==> src/rtl/spi_rt_pkg.sv <==
package spi_rt_pkg;
    localparam int BYTE_W   = 8;
    localparam int WORD_W   = 32;
    localparam int ADDR_W   = 15;
    localparam int HDR_N    = 2;
    localparam int PAD_N    = 2;
    localparam int WORD_N   = WORD_W / BYTE_W;
    localparam int FRAME_N  = HDR_N + PAD_N + WORD_N;
    localparam logic [2:0] ID_BANK = 3'd7;
    localparam logic [3:0] ID_SUB  = 4'd0;
    localparam logic [7:0] ID_IDX  = 8'h18;

    typedef struct packed {
        logic [2:0] bank;
        logic       wr;
        logic [3:0] sub;
    } cmd_t;

    function automatic logic pair_ok(input logic [2:0] bank, input logic [3:0] sub);
        case (bank)
            3'd1:             return (sub <= 4'd4) || (sub == 4'd6);
            3'd2, 3'd7:       return sub == 4'd0;
            3'd3, 3'd4, 3'd5: return sub <= 4'd1;
            default:          return 1'b0;
        endcase
    endfunction
endpackage

==> src/rtl/spi_rt_sync.sv <==
module spi_rt_sync #(
    parameter int STAGES = 2
) (
    input  logic clk,
    input  logic rst,
    input  logic sclk,
    input  logic cs_n,
    input  logic mosi,
    output logic rise,
    output logic fall,
    output logic cs_act,
    output logic mosi_s
);
    logic [STAGES-1:0] sck_p, cs_p, mo_p;
    logic sck_last;

    always_ff @(posedge clk) begin
        if (rst) begin
            sck_p    <= '0;
            cs_p     <= '1;
            mo_p     <= '0;
            sck_last <= 1'b0;
        end else begin
            sck_p    <= {sck_p[STAGES-2:0], sclk};
            cs_p     <= {cs_p[STAGES-2:0], cs_n};
            mo_p     <= {mo_p[STAGES-2:0], mosi};
            sck_last <= sck_p[STAGES-1];
        end
    end

    assign cs_act = ~cs_p[STAGES-1];
    assign mosi_s = mo_p[STAGES-1];
    assign rise   = cs_act & sck_p[STAGES-1] & ~sck_last;
    assign fall   = cs_act & ~sck_p[STAGES-1] & sck_last;
endmodule

==> src/rtl/spi_rt_frame.sv <==
module spi_rt_frame
    import spi_rt_pkg::*;
(
    input  logic              clk,
    input  logic              rst,
    input  logic              rise,
    input  logic              cs_act,
    input  logic              mosi_s,
    output cmd_t              cmd,
    output logic [BYTE_W-1:0] idx,
    output logic              hdr_done,
    output logic              wr_done,
    output logic [WORD_W-1:0] wdata,
    output logic [3:0]        byte_idx
);
    localparam int LAST_BIT = BYTE_W - 1;

    logic [2:0]        bit_q;
    logic [BYTE_W-1:0] sh_q;
    logic [BYTE_W-1:0] nxt;
    logic              in_data;

    assign nxt     = {sh_q[BYTE_W-2:0], mosi_s};
    assign in_data = cmd.wr && byte_idx >= 4'(HDR_N) && byte_idx < 4'(HDR_N + WORD_N);

    always_ff @(posedge clk) begin
        hdr_done <= 1'b0;
        wr_done  <= 1'b0;
        if (rst || !cs_act) begin
            bit_q    <= '0;
            byte_idx <= '0;
            sh_q     <= '0;
            if (rst) begin
                cmd   <= '0;
                idx   <= '0;
                wdata <= '0;
            end
        end else if (rise && byte_idx < 4'(FRAME_N)) begin
            sh_q  <= nxt;
            bit_q <= bit_q + 3'd1;
            if (in_data) wdata <= {wdata[WORD_W-2:0], mosi_s};
            if (bit_q == 3'(LAST_BIT)) begin
                byte_idx <= byte_idx + 4'd1;
                if (byte_idx == 4'd0) cmd <= cmd_t'(nxt);
                if (byte_idx == 4'd1) begin
                    idx      <= nxt;
                    hdr_done <= 1'b1;
                end
                if (cmd.wr && byte_idx == 4'(HDR_N + WORD_N - 1)) wr_done <= 1'b1;
            end
        end
    end
endmodule

==> src/rtl/spi_rt_tx.sv <==
module spi_rt_tx
    import spi_rt_pkg::*;
(
    input  logic              clk,
    input  logic              rst,
    input  logic              fall,
    input  logic              cs_act,
    input  logic              load,
    input  logic [WORD_W-1:0] load_val,
    input  logic [3:0]        byte_idx,
    output logic              miso
);
    logic [WORD_W-1:0] tx_q;
    logic              armed_q, out_q;
    logic              in_win;

    assign in_win = byte_idx >= 4'(HDR_N + PAD_N) && byte_idx < 4'(FRAME_N);

    always_ff @(posedge clk) begin
        if (rst || !cs_act) begin
            tx_q    <= '0;
            armed_q <= 1'b0;
            out_q   <= 1'b0;
        end else if (load) begin
            tx_q    <= load_val;
            armed_q <= 1'b1;
            out_q   <= 1'b0;
        end else if (fall && armed_q && in_win) begin
            if (!out_q) out_q <= 1'b1;
            else        tx_q  <= {tx_q[WORD_W-2:0], 1'b0};
        end
    end

    assign miso = out_q & tx_q[WORD_W-1];
endmodule

==> src/rtl/spi_regtarget.sv <==
module spi_regtarget
    import spi_rt_pkg::*;
#(
    parameter logic [15:0] DEV_CODE    = 16'h5A3C,
    parameter logic [3:0]  REV         = 4'h3,
    parameter int          SYNC_STAGES = 2
) (
    input  logic              clk,
    input  logic              rst,
    input  logic              sclk,
    input  logic              cs_n,
    input  logic              mosi,
    output logic              miso,
    output logic [ADDR_W-1:0] reg_addr,
    output logic              reg_we,
    output logic [WORD_W-1:0] reg_wdata,
    input  logic [WORD_W-1:0] reg_rdata,
    output logic              err_flag
);
    localparam logic [WORD_W-1:0] ID_WORD = {REV, DEV_CODE, 12'h000};

    logic              rise, fall, cs_act, mosi_s;
    cmd_t              cmd;
    logic [BYTE_W-1:0] idx;
    logic              hdr_done, wr_done;
    logic [3:0]        byte_idx;
    logic              legal, is_id, load;
    logic [WORD_W-1:0] rd_val;

    spi_rt_sync #(.STAGES(SYNC_STAGES)) u_sync (
        .clk(clk), .rst(rst), .sclk(sclk), .cs_n(cs_n), .mosi(mosi),
        .rise(rise), .fall(fall), .cs_act(cs_act), .mosi_s(mosi_s)
    );

    spi_rt_frame u_frame (
        .clk(clk), .rst(rst), .rise(rise), .cs_act(cs_act), .mosi_s(mosi_s),
        .cmd(cmd), .idx(idx), .hdr_done(hdr_done), .wr_done(wr_done),
        .wdata(reg_wdata), .byte_idx(byte_idx)
    );

    assign reg_addr = {cmd.bank, cmd.sub, idx};
    assign legal    = pair_ok(cmd.bank, cmd.sub);
    assign is_id    = cmd.bank == ID_BANK && cmd.sub == ID_SUB && idx == ID_IDX;
    assign load     = hdr_done && !cmd.wr;
    assign rd_val   = !legal ? '0 : (is_id ? ID_WORD : reg_rdata);

    spi_rt_tx u_tx (
        .clk(clk), .rst(rst), .fall(fall), .cs_act(cs_act), .load(load),
        .load_val(rd_val), .byte_idx(byte_idx), .miso(miso)
    );

    always_ff @(posedge clk) begin
        if (rst) begin
            reg_we   <= 1'b0;
            err_flag <= 1'b0;
        end else begin
            reg_we <= wr_done && legal && !is_id && cs_act;
            if (hdr_done && !legal) err_flag <= 1'b1;
        end
    end
endmodule

==> config.mk <==
export PLATFORM = sky130hd
export DESIGN_NAME = spi_regtarget
export DESIGN_NICKNAME = d
export VERILOG_FILES = /design/src/rtl/spi_rt_pkg.sv /design/src/rtl/spi_rt_sync.sv /design/src/rtl/spi_rt_frame.sv /design/src/rtl/spi_rt_tx.sv /design/src/rtl/spi_regtarget.sv
export SDC_FILE = /design/constraint.sdc
export NUM_CORES = 1
export LEC_CHECK = 0
export BUFFER_PORTS_ARGS = -buffer_cell sky130_fd_sc_hd__buf_2
export CAP_MARGIN = 20
export CORE_ASPECT_RATIO = 0.9
export CORE_MARGIN = 2
export CORE_UTILIZATION = 44
export CTS_CLUSTER_DIAMETER = 60
export DETAILED_ROUTE_END_ITERATION = 7
export PLACE_DENSITY = 0.75
export SLEW_MARGIN = 20
export SYNTH_ARGS = -nofsm -noshare
export SYNTH_HDL_FRONTEND = slang
export SYNTH_SLANG_ARGS = --single-unit
==> constraint.sdc <==
create_clock -name clk -period 2.2 [get_ports clk]
set_input_delay 0.11 -clock clk [delete_from_list [all_inputs] [get_ports clk]]
set_output_delay 0.11 -clock clk [all_outputs]
set_load 0.1 [all_outputs]
==> Yosys cells after proc, flatten, opt, wreduce, memory -nomap -nowiden <==
Cells that the tools add are included.
{ "classes": {"n_addsub": 2, "eq_ne": 12, "muxes": 21, "order_cmp": 6, "reduce_logical": 37, "bitwise_logic": 10} }
{ "op_table": {"columns": ["cell", "count"], "rows": [
  ["2-to-1 mux 32 bit", 9],
  ["2-to-1 mux 8 bit", 9],
  ["logical AND 1 bit", 14],
  ["nonzero test 2 bit", 7],
  ["equality test 3 bit (second input constant)", 4],
  ["equality test 4 x 3 -> 1 bit (second input constant)", 2],
  ["equality test 8 x 5 -> 1 bit (second input constant)", 1],
  ["logical NOT 4 bit", 2],
  ["AND reduction 4 bit", 2],
  ["equality test 3 x 2 -> 1 bit (second input constant)", 2],
  ["OR reduction 3 bit", 2],
  ["AND 1 bit", 5],
  ["inverter 1 bit", 5],
  ["adder 4 x 1 -> 4 bit (second input constant)", 1],
  ["equality test 4 x 1 -> 1 bit (second input constant)", 1],
  [">= comparator 4 x 2 -> 1 bit (second input constant)", 1],
  [">= comparator 4 x 3 -> 1 bit (second input constant)", 1],
  ["<= comparator 4 x 1 -> 1 bit (second input constant)", 1],
  ["<= comparator 4 x 3 -> 1 bit (second input constant)", 1],
  ["< comparator 4 x 3 -> 1 bit (second input constant)", 1],
  ["< comparator 4 bit (second input constant)", 1],
  ["AND reduction 2 bit", 2],
  ["OR reduction 2 bit", 2],
  ["adder 3 x 1 -> 3 bit (second input constant)", 1],
  ["7 further kinds", 11]
]} }
{ "word_totals": {"regBits": 107, "in_bits": 37, "wordCells": 107} }

==> Depth between registers and ports, before layout <==
Gate-level depths: netlist of run 1.
{ "logic_depth": {"word_depth": 7, "mapped_depth": 7, "ltp_nobuf": 6} }

==> By module <==
Synthesis of run 1 repeated with hierarchy kept, for this count alone.
{ "unflattened": {"cells_unflattened": 449, "area_unflattened_um2": 4992.3} }
{ "by_module_without_submodules": {"columns": ["mod", "cells_each", "seq_area_each_um2", "n_inst", "area_each_um2"], "rows": [
  ["spi_rt_frame", 175, 1761.7, 1, 2444.8],
  ["spi_rt_tx", 195, 680.7, 1, 1851.8],
  ["spi_regtarget", 62, 40.0, 1, 493.0],
  ["spi_rt_sync", 17, 140.1, 1, 202.7]
]} }

==> Least setup slack after synthesis of run 1 <==
No wires, ideal clock.
{ "synth_path": {"path_kind": "register to register", "start": "reg u_frame.idx[3]", "end": "reg u_tx.tx_q[10]", "setup_ps": 116, "n_path_buf": 1, "arrival_time_ps": 1951, "setup_slack_ps": 133, "path_stages_with_launch": 7, "path_cell_list": "edfxtp_1 > nor4b_1 > nand4_1 > clkbuf_1 > nand2_1 > o21ai_1 > o211a_1"} }
{ "synth_between": {"elab_chain_cells": 5} }
{ "synth_rtl": {"columns": ["item", "line", "source"], "rows": [
  ["from (decl)", "spi_rt_frame.sv:10", "output logic [BYTE_W-1:0] idx,"],
  ["from (signal assigned)", "spi_rt_frame.sv:46", "idx <= nxt;"],
  ["equality test 8 x 5 -> 1 bit", "spi_regtarget.sv:43", "assign is_id = cmd.bank == ID_BANK && cmd.sub == ID_SUB && idx == ID_IDX;"],
  ["logical AND 1 bit", "spi_regtarget.sv:43", null],
  ["2-to-1 mux 32 bit (2 in a row)", "spi_regtarget.sv:45", "assign rd_val = !legal ? '0 : (is_id ? ID_WORD : reg_rdata);"],
  ["2-to-1 mux 32 bit", "spi_rt_tx.sv:24", "end else if (load) begin"],
  ["to (signal assigned)", "spi_rt_tx.sv:25", "tx_q <= load_val;"],
  ["to (signal assigned)", "spi_rt_tx.sv:30", "else tx_q <= {tx_q[WORD_W-2:0], 1'b0};"],
  ["to (decl)", "spi_rt_tx.sv:13", "logic [WORD_W-1:0] tx_q;"]
]} }
Every way passes these cells.
A chain may end at the register's enable or synchronous reset.

==> Worst setup path in the final report of run 1 <==
{ "layout_path": {"start": "reg u_frame.byte_idx[3]", "end": "reg u_frame.cmd[4] (netlist name)"} }
{ "layout_between": {"elab_chain_cells": 4} }
{ "layout_rtl": {"columns": ["item", "line", "source"], "rows": [
  ["from (decl)", "spi_rt_frame.sv:14", "output logic [3:0] byte_idx"],
  ["from (signal assigned)", "spi_rt_frame.sv:43", "byte_idx <= byte_idx + 4'd1;"],
  ["< comparator 4 bit", "spi_rt_frame.sv:38", "end else if (rise && byte_idx < 4'(FRAME_N)) begin"],
  ["logical AND 1 bit", "spi_rt_frame.sv:38", null],
  ["nonzero test 2 bit (no line)", null, null],
  ["AND reduction 4 bit (no line) *", null, null]
]} }
Every way passes the cells marked *; elsewhere a longest branch is shown, timed or not.

==> summary.md, run 1 <==
| Metric | Value |
|---|---|
| DP Area | `0.004992 mm²` |
| Die Wd | `110.4 µm` |
| DRT antenna net count | `0` |
| Cell Chain, Critical Path | `nor4b_2 -> and2_1 -> a31o_1` |
| Count leader, synth | `dfxtp_1` |
| Hold_buf cts | `3` |
| Row Count | `34` |
| Dpl cells | `597` |
| Initial DRT Pass Iterations | `5` |
| Cts repair resizes | `0` |
| Port Buf Inserts | `86` |
| Synth top area cells | `edfxtp_1 32%, dfxtp_1 26%, and2_1 5.9%, o21ai_1 4.8%, o211a_1 4.7%` |
| Setup WS pre-CTS | `0.3820 ns` |
| P_leak | `2.526 nW` |
| Detailed placement HPWL | `6.298 mm` |
| Slowest cell on crit path | `a31o_1` |
| Unrepaired setup endpoints after global routing | `false` |
| Post-layout power | `4.067 mW` |
| Vias in the first global route | `3126` |
| Startpoint Class | `register` |
| PwrDens | `766.2 mW/mm²` |
| Vias | `3227` |
| Hold Path Class | `input pin to register` |
| Busiest grt layer | `met2` |
| Post-synthesis cell count | `409` |
| Worst-path clk slew | `0.07 ns` |
| Root buf cell | `clkbuf_16` |
| # DRC | `0` |
| Tcrit/Tclk final | `84.50%` |
| Total GRT Usage | `17.22%` |
| Worst-case reg-to-reg path depth | `3` |
| Avg WL per Cell | `15.13 µm` |
| Setup slack, reg-to-reg | `0.34 ns` |
| Vias per inst | `5.239` |
| Max Cap Viol | `0` |
| Post-Syn Area | `0.004487 mm²` |
| I/O pin count | `87` |
| CP delay by family, top | `simple AND/OR/NAND/NOR gates` |
| GR Layer Usage met1 | `23.24%` |
| Fin. max-slew vios | `0` |
| Die Area | `0.01102 mm²` |
| Minimum clock period | `1.859 ns` |
| Iter 0 DRT Violations | `182` |
| Area Growth Syn to Fin | `18.29%` |
| Initial core utilization | `45.86%` |
| TritonCTS clock tree | `done` |
| CTS H-Tree Depth | `3` |
| Congestion Overflow GR | `0` |
| Setup ws final | `0.3411 ns` |
| Layout cells sized above 1 | `27.55%` |
| Commonest cells post-synth | `59 x dfxtp_1, 48 x edfxtp_1, 43 x nand2_1, 43 x o21ai_1, 42 x and2_1` |
| Critical path required time | `2.20 ns` |
| Synth async-reset ratio | `0%` |
| Core area | `0.009784 mm²` |
| Initial antenna violation count | `0` |
| Clk sink count | `107` |
| Max Buffers Root-to-Sink | `2` |
| Crit path arrival time | `1.86 ns` |
| GPL Wtd Cong | `0.7681` |
| # nets final | `528` |
| Mapped Avg Cell Area | `10.97 µm²` |
| Worst slew pin tran | `0.5096 ns` |
| Ys Warns | `0` |
| Setup CP Type | `register to register` |
| Top_reg_cell synth | `dfxtp_1` |
| Post-CTS Setup Bufs | `0` |
| Crit-path max FO | `8` |
| Reg-to-Reg End | `u_frame.cmd[4]` |
| Outcome | `finished, final reports clean` |
| Worst rel slew slack | `65.55%` |
| Post-synth EDFFs | `48` |
| Final hold vios | `0` |
| Setup violators final | `0` |
| Met3 Track Usage GR | `4.589%` |
| Synth area leader | `edfxtp_1` |
| Hold Path Sink | `u_tx.tx_q[15]` |
| Syn nets | `452` |
| Fmax | `0.5379 GHz` |
| Worst path bufs/invs | `0` |
| First-pass GRT wire length | `15.26 mm` |
| Sequential share of the synthesized area | `58.45%` |
| Final Cell Area | `0.005308 mm²` |
| Antenna Cells | `0` |
| Clk_skew | `0.009359 ns` |
| Worst VDD drop | `452.8 µV` |
| Clock latency on the worst-skew pair | `0.35 ns` |
| Largest net degree at the start of global routing | `43` |
| Post-synth cell types | `44` |
| CP max stage delay | `0.45 ns` |
| Synth Register Bits | `107` |
| Worst path depth | `3` |
| Hold path cells | `3` |
| Reg-to-Reg Start | `u_frame.byte_idx[3]` |
| Met2 usage | `27.51%` |
| Number of buffers created by CTS | `9` |
| CP endpoint kind | `register` |
| FILL cells | `859` |
| DIE HEIGHT | `99.80 µm` |
| Hold Startpoint | `reg_rdata[15]` |
| Final TNS setup | `0 ns` |
| Routed WL | `9.317 mm` |
| Post-synth top area share | `32.12%` |
| Final instance count without filler cells | `616` |
## stage by stage
stage,hold slack [ns],utilization [%]
CTS,0.04948,54.25
floorplan,0.1816,-
global placement,0.2957,51.02
finish,0.05720,54.25
global route,0.05536,54.25
detailed placement,0.2982,51.02
## how the worst max path moves through the flow
stage	startpoint	end	slack, ns
2_1_floorplan	u_frame.idx[3]	u_tx.tx_q[10]	0.13
4_1_cts	u_frame.idx[2]	u_tx.tx_q[14]	0.37
5_1_grt	u_frame.byte_idx[3]	u_frame.idx[3]	0.24
3_3_place_gp	u_frame.cmd[7]	u_tx.tx_q[21]	0.50
3_5_place_dp	u_frame.idx[2]	u_tx.tx_q[16]	0.38
6_report	u_frame.byte_idx[3]	u_frame.cmd[4]	0.34
## flip-flops by register name, indices dropped and copies added, names as in the netlist, 2 cells and up
register          count
u_frame.bit_q         3
u_frame.byte_idx      4
u_frame.cmd           8
u_frame.idx           8
u_frame.sh_q          7
u_frame.wdata        32
u_sync.cs_p           2
u_sync.mo_p           2
u_sync.sck_p          2
u_tx.tx_q            32
## final cells by class
type,instances,area (µm²),share of cell area [%]
Clock buffer,9,225.2,4.243
Multi-Input combinational cell,263,1668,31.42
Tap cell,126,157.7,2.970
Timing Repair Buffer,101,563.0,10.61
Inverter,3,11.26,0.2122
Clock inverter,7,60.06,1.132
Sequential cell,107,2623,49.41
## layout by cell type (no fill, tap or decap), types with 9 or more instances in the layout
| master | netlist | layout |
|---|---|---|
| nand2_1 | 43 | 43 |
| and2_1 | 42 | 42 |
| clkbuf_16 | 0 | 9 |
| dfxtp_1 | 59 | 59 |
| nor2_1 | 13 | 12 |
| buf_2 | 6 | 86 |
| o21ai_1 | 43 | 43 |
| o211a_1 | 21 | 21 |
| a21oi_2 | 10 | 10 |
| edfxtp_1 | 48 | 48 |
| buf_4 | 7 | 11 |
| o21bai_1 | 11 | 11 |
| a21oi_1 | 12 | 12 |
| o21ai_0 | 19 | 19 |
## tightest hold or removal path, delay by kind of cell
kind,cells,cell delay [ns]
compound gates,2,0.18
buf+inv,1,0.08
## cell families (layout without fill, tap and decap cells)
logic type / count (synthesis) / in the layout / share of synthesized area (%)
and+or+nand+nor: 129 / 129 / 15.92
xor gates and xnor gates: 3 / 3 / 0.5857
adders and majority gates: 6 / 6 / 1.673
DFF: 107 / 107 / 58.45
buffers and inverters: 39 / 120 / 4.545
AOI/OAI and AO/OA: 125 / 125 / 18.82
## power by group
part	internal, mW	switching [mW]	leakage, nW
Sequential	2.11	0.0254	0.972
Clock	0.786	0.756	0.131
Combinational	0.0727	0.316	1.42
## routing by layer
metal,vias to the layer above,share of wire [%]
li1,1590,-
met4,0,1.2
met3,9,5.8
met2,104,45
met5,-,0
met1,1524,48
(Power assumes the default switching activity.)
==> run 2, diff against run 1 <==
clock period = 1.85 ns   (was 2.2 ns; I/O delays follow)
==> run 2 against run 1 <==
  * Via count increased by 0.77%
  * Setup slack worse by 0.19 ns
  * Combinational power rose by 20%
  * Utilization is 1.2 points higher
  * Die area did not move
  * Global-route usage is 0.36 points lower
  * Critical path depth rose by 3
  * Cell count up 0.49%
  * Sequential power up 19%
  * Clock skew fell by 0.0014 ns
  * Non-clock buffer count up 3
  * Critical endpoint is now u_tx.tx_q[21]
  * Largest cell class unchanged
==> summary.md, run 2 (synthesized netlist as in run 1, its figures left out) <==
| Metric | Value |
|---|---|
| Worst rel slew slack | `65.49%` |
| Layout cells sized above 1 | `28.60%` |
| Iter 0 DRT Violations | `199` |
| GPL Wtd Cong | `0.7504` |
| # nets final | `531` |
| Initial core utilization | `45.86%` |
| Routed WL | `9.219 mm` |
| CTS H-Tree Depth | `3` |
| Fin. max-slew vios | `0` |
| Initial antenna violation count | `0` |
| Minimum clock period | `1.704 ns` |
| Int Pwr | `3.677 mW` |
| Detailed placement HPWL | `6.152 mm` |
| Setup ws final | `0.1463 ns` |
| Unrepaired setup endpoints after global routing | `false` |
| Final Cell Area | `0.005423 mm²` |
| Max Buffers Root-to-Sink | `2` |
| Sequential cell area | `0.002623 mm²` |
| Vias per inst | `5.254` |
| Reg power frac | `51.0%` |
| FILL cells | `840` |
| Tcrit/Tclk final | `92.09%` |
| Avg WL per Cell | `14.89 µm` |
| Clock Power Share | `39.7%` |
| Port Buf Inserts | `86` |
| P_leak | `2.582 nW` |
| TritonCTS clock tree | `done` |
| Core area | `0.009784 mm²` |
| DIE HEIGHT | `99.80 µm` |
| I/O pin count | `87` |
| Outcome | `finished, final reports clean` |
| Root buf cell | `clkbuf_16` |
| Hold Path Class | `input pin to register` |
| Setup violators final | `0` |
| Setup WS pre-CTS | `0.1530 ns` |
| Antenna Cells | `0` |
| Clock latency on the worst-skew pair | `0.34 ns` |
| Area Growth Syn to Fin | `20.86%` |
| Net switching power | `1.306 mW` |
| Final hold slack | `0.02932 ns` |
| Worst VDD drop | `537.4 µV` |
| GR Layer Usage met1 | `22.67%` |
| Clk sink count | `107` |
| Critical path required time | `2.13 ns` |
| Max Cap Viol | `0` |
| First-pass GRT wire length | `15.11 mm` |
| DP Area | `0.005082 mm²` |
| Congestion Overflow GR | `0` |
| Combinational share of power | `9.3%` |
| CP endpoint kind | `register` |
| Die Area | `0.01102 mm²` |
| DRT antenna net count | `0` |
| Row Count | `34` |
| Commonest non-fill, non-tap cell in the layout | `buf_2` |
| Crit-path max FO | `32` |
| Startpoint Class | `register` |
| Die Wd | `110.4 µm` |
| Post-layout power | `4.983 mW` |
| Commonest cells after routing, fill and taps aside | `86 x buf_2, 59 x dfxtp_1, 48 x edfxtp_1` |
| Met2 usage | `26.85%` |
| Multi-input logic area | `0.001710 mm²` |
| Vias in the first global route | `3093` |
| Vias | `3252` |
| Setup CP Type | `register to register` |
| Fmax | `0.5869 GHz` |
| Crit path arrival time | `1.98 ns` |
| Final hold vios | `0` |
| Final instance count without filler cells | `619` |
| Final Util | `55.42%` |
| PwrDens | `918.9 mW/mm²` |
| Switching Share | `26.21%` |
| # DRC | `0` |
| Worst-path clk slew | `0.07 ns` |
| Initial DRT Pass Iterations | `4` |
| Busiest grt layer | `met2` |
| Worst slew pin tran | `0.5212 ns` |
| Total GRT Usage | `16.86%` |
| Largest net degree at the start of global routing | `43` |
| Final TNS setup | `0 ns` |
| Dpl cells | `600` |
| Clk_skew | `0.007956 ns` |
| Largest regs | `u_frame.wdata x32, u_tx.tx_q x32` |
| Met3 Track Usage GR | `4.408%` |
| Number of buffers created by CTS | `9` |
| Post-CTS Setup Bufs | `0` |
==> run 2: area by class of cell <==
cell class              count  share of cell area [%]
flip-flops and latches    107                   48.36
clock buffers               9                   4.153
repair buffers            104                   11.26
clock inverters             7                   1.569
well taps                 126                   2.907
multi-input cells         263                   31.54
inverters                   3                  0.2077
==> run 2: path summary, 6_finish.rpt <==
path	from	to	slack, ns	depth (start not counted)
max	u_frame.cmd[7]	u_tx.tx_q[21]	0.15	6
min	reg_rdata[24]	u_tx.tx_q[24]	0.03	3
max reg2reg	u_frame.cmd[7]	u_tx.tx_q[21]	0.15	6
min reg2reg	u_sync.cs_p[0]	u_sync.cs_p[1]	0.41	1
==> run 2: worst max-delay path, cell delays in order, from the launching register on <==
cell and delay, ns:
edfxtp_1 0.44, nand2b_4 0.18, a2111oi_4 0.35, a22oi_2 0.15
buf_12 0.19, o21bai_1 0.18, a21oi_2 0.14
==> run 2: power by group through the flow <==
stage | Sequential [mW] | Clock (mW) | Combinational (mW)
2_1_floorplan | 2.84 | 0 | 0.112
3_3_place_gp | 2.59 | 0 | 0.461
3_5_place_dp | 2.60 | 0 | 0.462
4_1_cts | 2.54 | 2.01 | 0.467
5_1_grt | 2.55 | 2.10 | 0.483
6_report | 2.54 | 1.98 | 0.465
==> run 2: repair_timing <==
action,CTS,global route
gates resized for setup,0,0
hold buffers,3,0
hold endpoints to repair,3,0
setup endpoints to repair,0,0
==> run 2: per-layer routing <==
metal  vias up  routed length, µm
met5         -                  0
met4         0                182
met3        18                544
met2       104               4181
met1      1531               4310
li1       1599                  -
==> run 3, diff against run 2 <==
BUFFER_PORTS_ARGS = not set   (was -buffer_cell sky130_fd_sc_hd__buf_2)
DONT_BUFFER_PORTS = 1   (was not set)
PLACE_DENSITY = 0.68   (was 0.75)
==> run 3 against run 2 <==
  * Non-clock buffer count down 17
  * Sequential power about the same
  * Setup slack worse by 0.035 ns
  * Clock skew up 0.0017 ns
  * Power up 0.11%
  * Critical path depth unchanged
  * Cell count down 2.7%
  * First-iteration DRC count up 23%
  * Register-to-register slack worse by 0.03 ns
  * Critical endpoint is now u_tx.tx_q[6]
==> summary.md, run 3 (synthesized netlist as in run 1, its figures left out) <==
| Metric | Value |
|---|---|
| Congestion Overflow GR | `0` |
| Max Cap Viol | `0` |
| Vias in the first global route | `3052` |
| Layout cells sized above 1 | `22.06%` |
| Avg WL per Cell | `15.33 µm` |
| Startpoint Class | `register` |
| I/O pin count | `87` |
| Sequential cell area | `0.002623 mm²` |
| Final Cell Area | `0.005572 mm²` |
| Final hold vios | `0` |
| # DRC | `0` |
| Setup violators final | `0` |
| Crit path arrival time | `2.03 ns` |
| Critical path required time | `2.14 ns` |
| Minimum clock period | `1.739 ns` |
| Max Buffers Root-to-Sink | `2` |
| Clk sink count | `107` |
| Total GRT Usage | `16.86%` |
| Setup slack, reg-to-reg | `0.11 ns` |
| Reg-to-Reg Start | `u_frame.cmd[7]` |
| Cts repair resizes | `0` |
| DRT antenna net count | `0` |
| Clk_skew | `0.009662 ns` |
| Largest net degree at the start of global routing | `43` |
| Die Wd | `110.4 µm` |
| Reg-to-Reg End | `u_tx.tx_q[6]` |
| Antenna Cells | `0` |
| Detailed placement HPWL | `6.065 mm` |
| Routed WL | `9.227 mm` |
| Die Area | `0.01102 mm²` |
| Multi-input logic area | `0.001710 mm²` |
| CP endpoint kind | `register` |
| Critical path endpoint | `u_tx.tx_q[6]` |
| Core area | `0.009784 mm²` |
| Port Buf Inserts | `0` |
| Worst-path clk slew | `0.07 ns` |
| Number of buffers created by CTS | `9` |
| Worst-case reg-to-reg path depth | `6` |
| Root buf cell | `clkbuf_16` |
| Outcome | `finished, final reports clean` |
| DP Area | `0.005025 mm²` |
| Final hold slack | `0.003939 ns` |
| Unrepaired setup endpoints after global routing | `false` |
| Setup CP Type | `register to register` |
| Row Count | `34` |
| Fmax | `0.5752 GHz` |
| Setup ws final | `0.1114 ns` |
| Critical Path Start | `u_frame.cmd[7]` |
| Largest regs | `u_frame.wdata x32, u_tx.tx_q x32` |
| P_leak | `2.555 nW` |
| Initial core utilization | `45.86%` |
| Initial DRT Pass Iterations | `4` |
| GPL Wtd Cong | `0.7675` |
| TritonCTS clock tree | `done` |
| Commonest cells after routing, fill and taps aside | `61 x buf_4, 59 x dfxtp_1, 48 x edfxtp_1` |
| Initial antenna violation count | `0` |
| Commonest non-fill, non-tap cell in the layout | `buf_4` |
| # nets final | `514` |
| Vias | `3172` |
| CTS H-Tree Depth | `3` |
| Iter 0 DRT Violations | `244` |
| Worst slew pin tran | `0.4139 ns` |
| FILL cells | `834` |
| First-pass GRT wire length | `15.10 mm` |
| Hold Path Class | `input pin to register` |
| PwrDens | `895.3 mW/mm²` |
| Area Growth Syn to Fin | `24.18%` |
| Worst VDD drop | `455.1 µV` |
| Vias per inst | `5.269` |
| Setup WS pre-CTS | `0.1275 ns` |
| Crit-path max FO | `32` |
| DIE HEIGHT | `99.80 µm` |
| Fin. max-slew vios | `0` |
| Worst rel slew slack | `72.41%` |
| Tcrit/Tclk final | `93.98%` |
| Clock latency on the worst-skew pair | `0.34 ns` |
-- run 3: where the power goes --
| part | switching, mW | total [mW] | leakage [nW] | internal [mW] |
|---|---|---|---|---|
| sequential | 0.0337 | 2.54 | 0.972 | 2.51 |
| clock | 0.878 | 1.95 | 0.150 | 1.08 |
| combinational | 0.371 | 0.490 | 1.43 | 0.119 |
-- run 3: worst min-delay path by stage --
stage | endpoint | slack [ns] | from | cells after the start
after detailed placement | u_sync.mo_p[0] | 0.17 | rst | 1
final | u_tx.tx_q[27] | 0.004 | reg_rdata[27] | 3
after global placement | u_sync.sck_p[0] | 0.17 | rst | 1
after CTS | u_tx.tx_q[20] | 0.00004 | reg_rdata[20] | 3
after global routing | u_tx.tx_q[13] | 0.008 | reg_rdata[13] | 3
after floorplan | u_sync.mo_p[0] | 0.16 | rst | 1
-- run 3: layout make-up --
cell class / instances / area share [%]
flip-flops and latches: 107 / 47.07
repair buffers: 87 / 13.61
inverters: 3 / 0.2021
multi-input cells: 263 / 30.70
well taps: 126 / 2.830
clock inverters: 7 / 1.550
clock buffers: 9 / 4.042
-- run 3: metal layers --
layer	wire length (µm)	vias to the layer above	GRT usage, %	part of all wire [%]
li1	-	1567	-	-
met1	4311	1512	23.31	47
met2	4349	84	26.57	47
met3	481	9	4.589	5.2
met4	84	0	4.519	0.91
met5	0	-	0	0
-- run 3: through the flow --
stage | total power, mW | std cells | util, % | TNS (ns)
floorplan | 2.957 | 409 | - | -3.257
global placement | 3.044 | 562 | 51.36 | 0
detailed placement | 3.047 | 562 | 51.36 | 0
CTS | 5.028 | 600 | 56.79 | 0
global route | 5.141 | 602 | 56.94 | 0
finish | 4.988 | 602 | 56.94 | 0
-- run 3: critical path, stage by stage, from the launching register on --
cell	delay, ns
edfxtp_1	0.44
nand2b_4	0.18
a2111oi_4	0.38
a22oi_2	0.15
buf_12	0.19
o21ai_1	0.17
o211a_1	0.16
-- run 3: timing repair --
item / 4_1_cts / 5_1_grt
buffers inserted: 0 / 2
hold buffers: 22 / 0
setup endpoints to repair: 0 / 6
endpoints found under the hold margin: 27 / 0
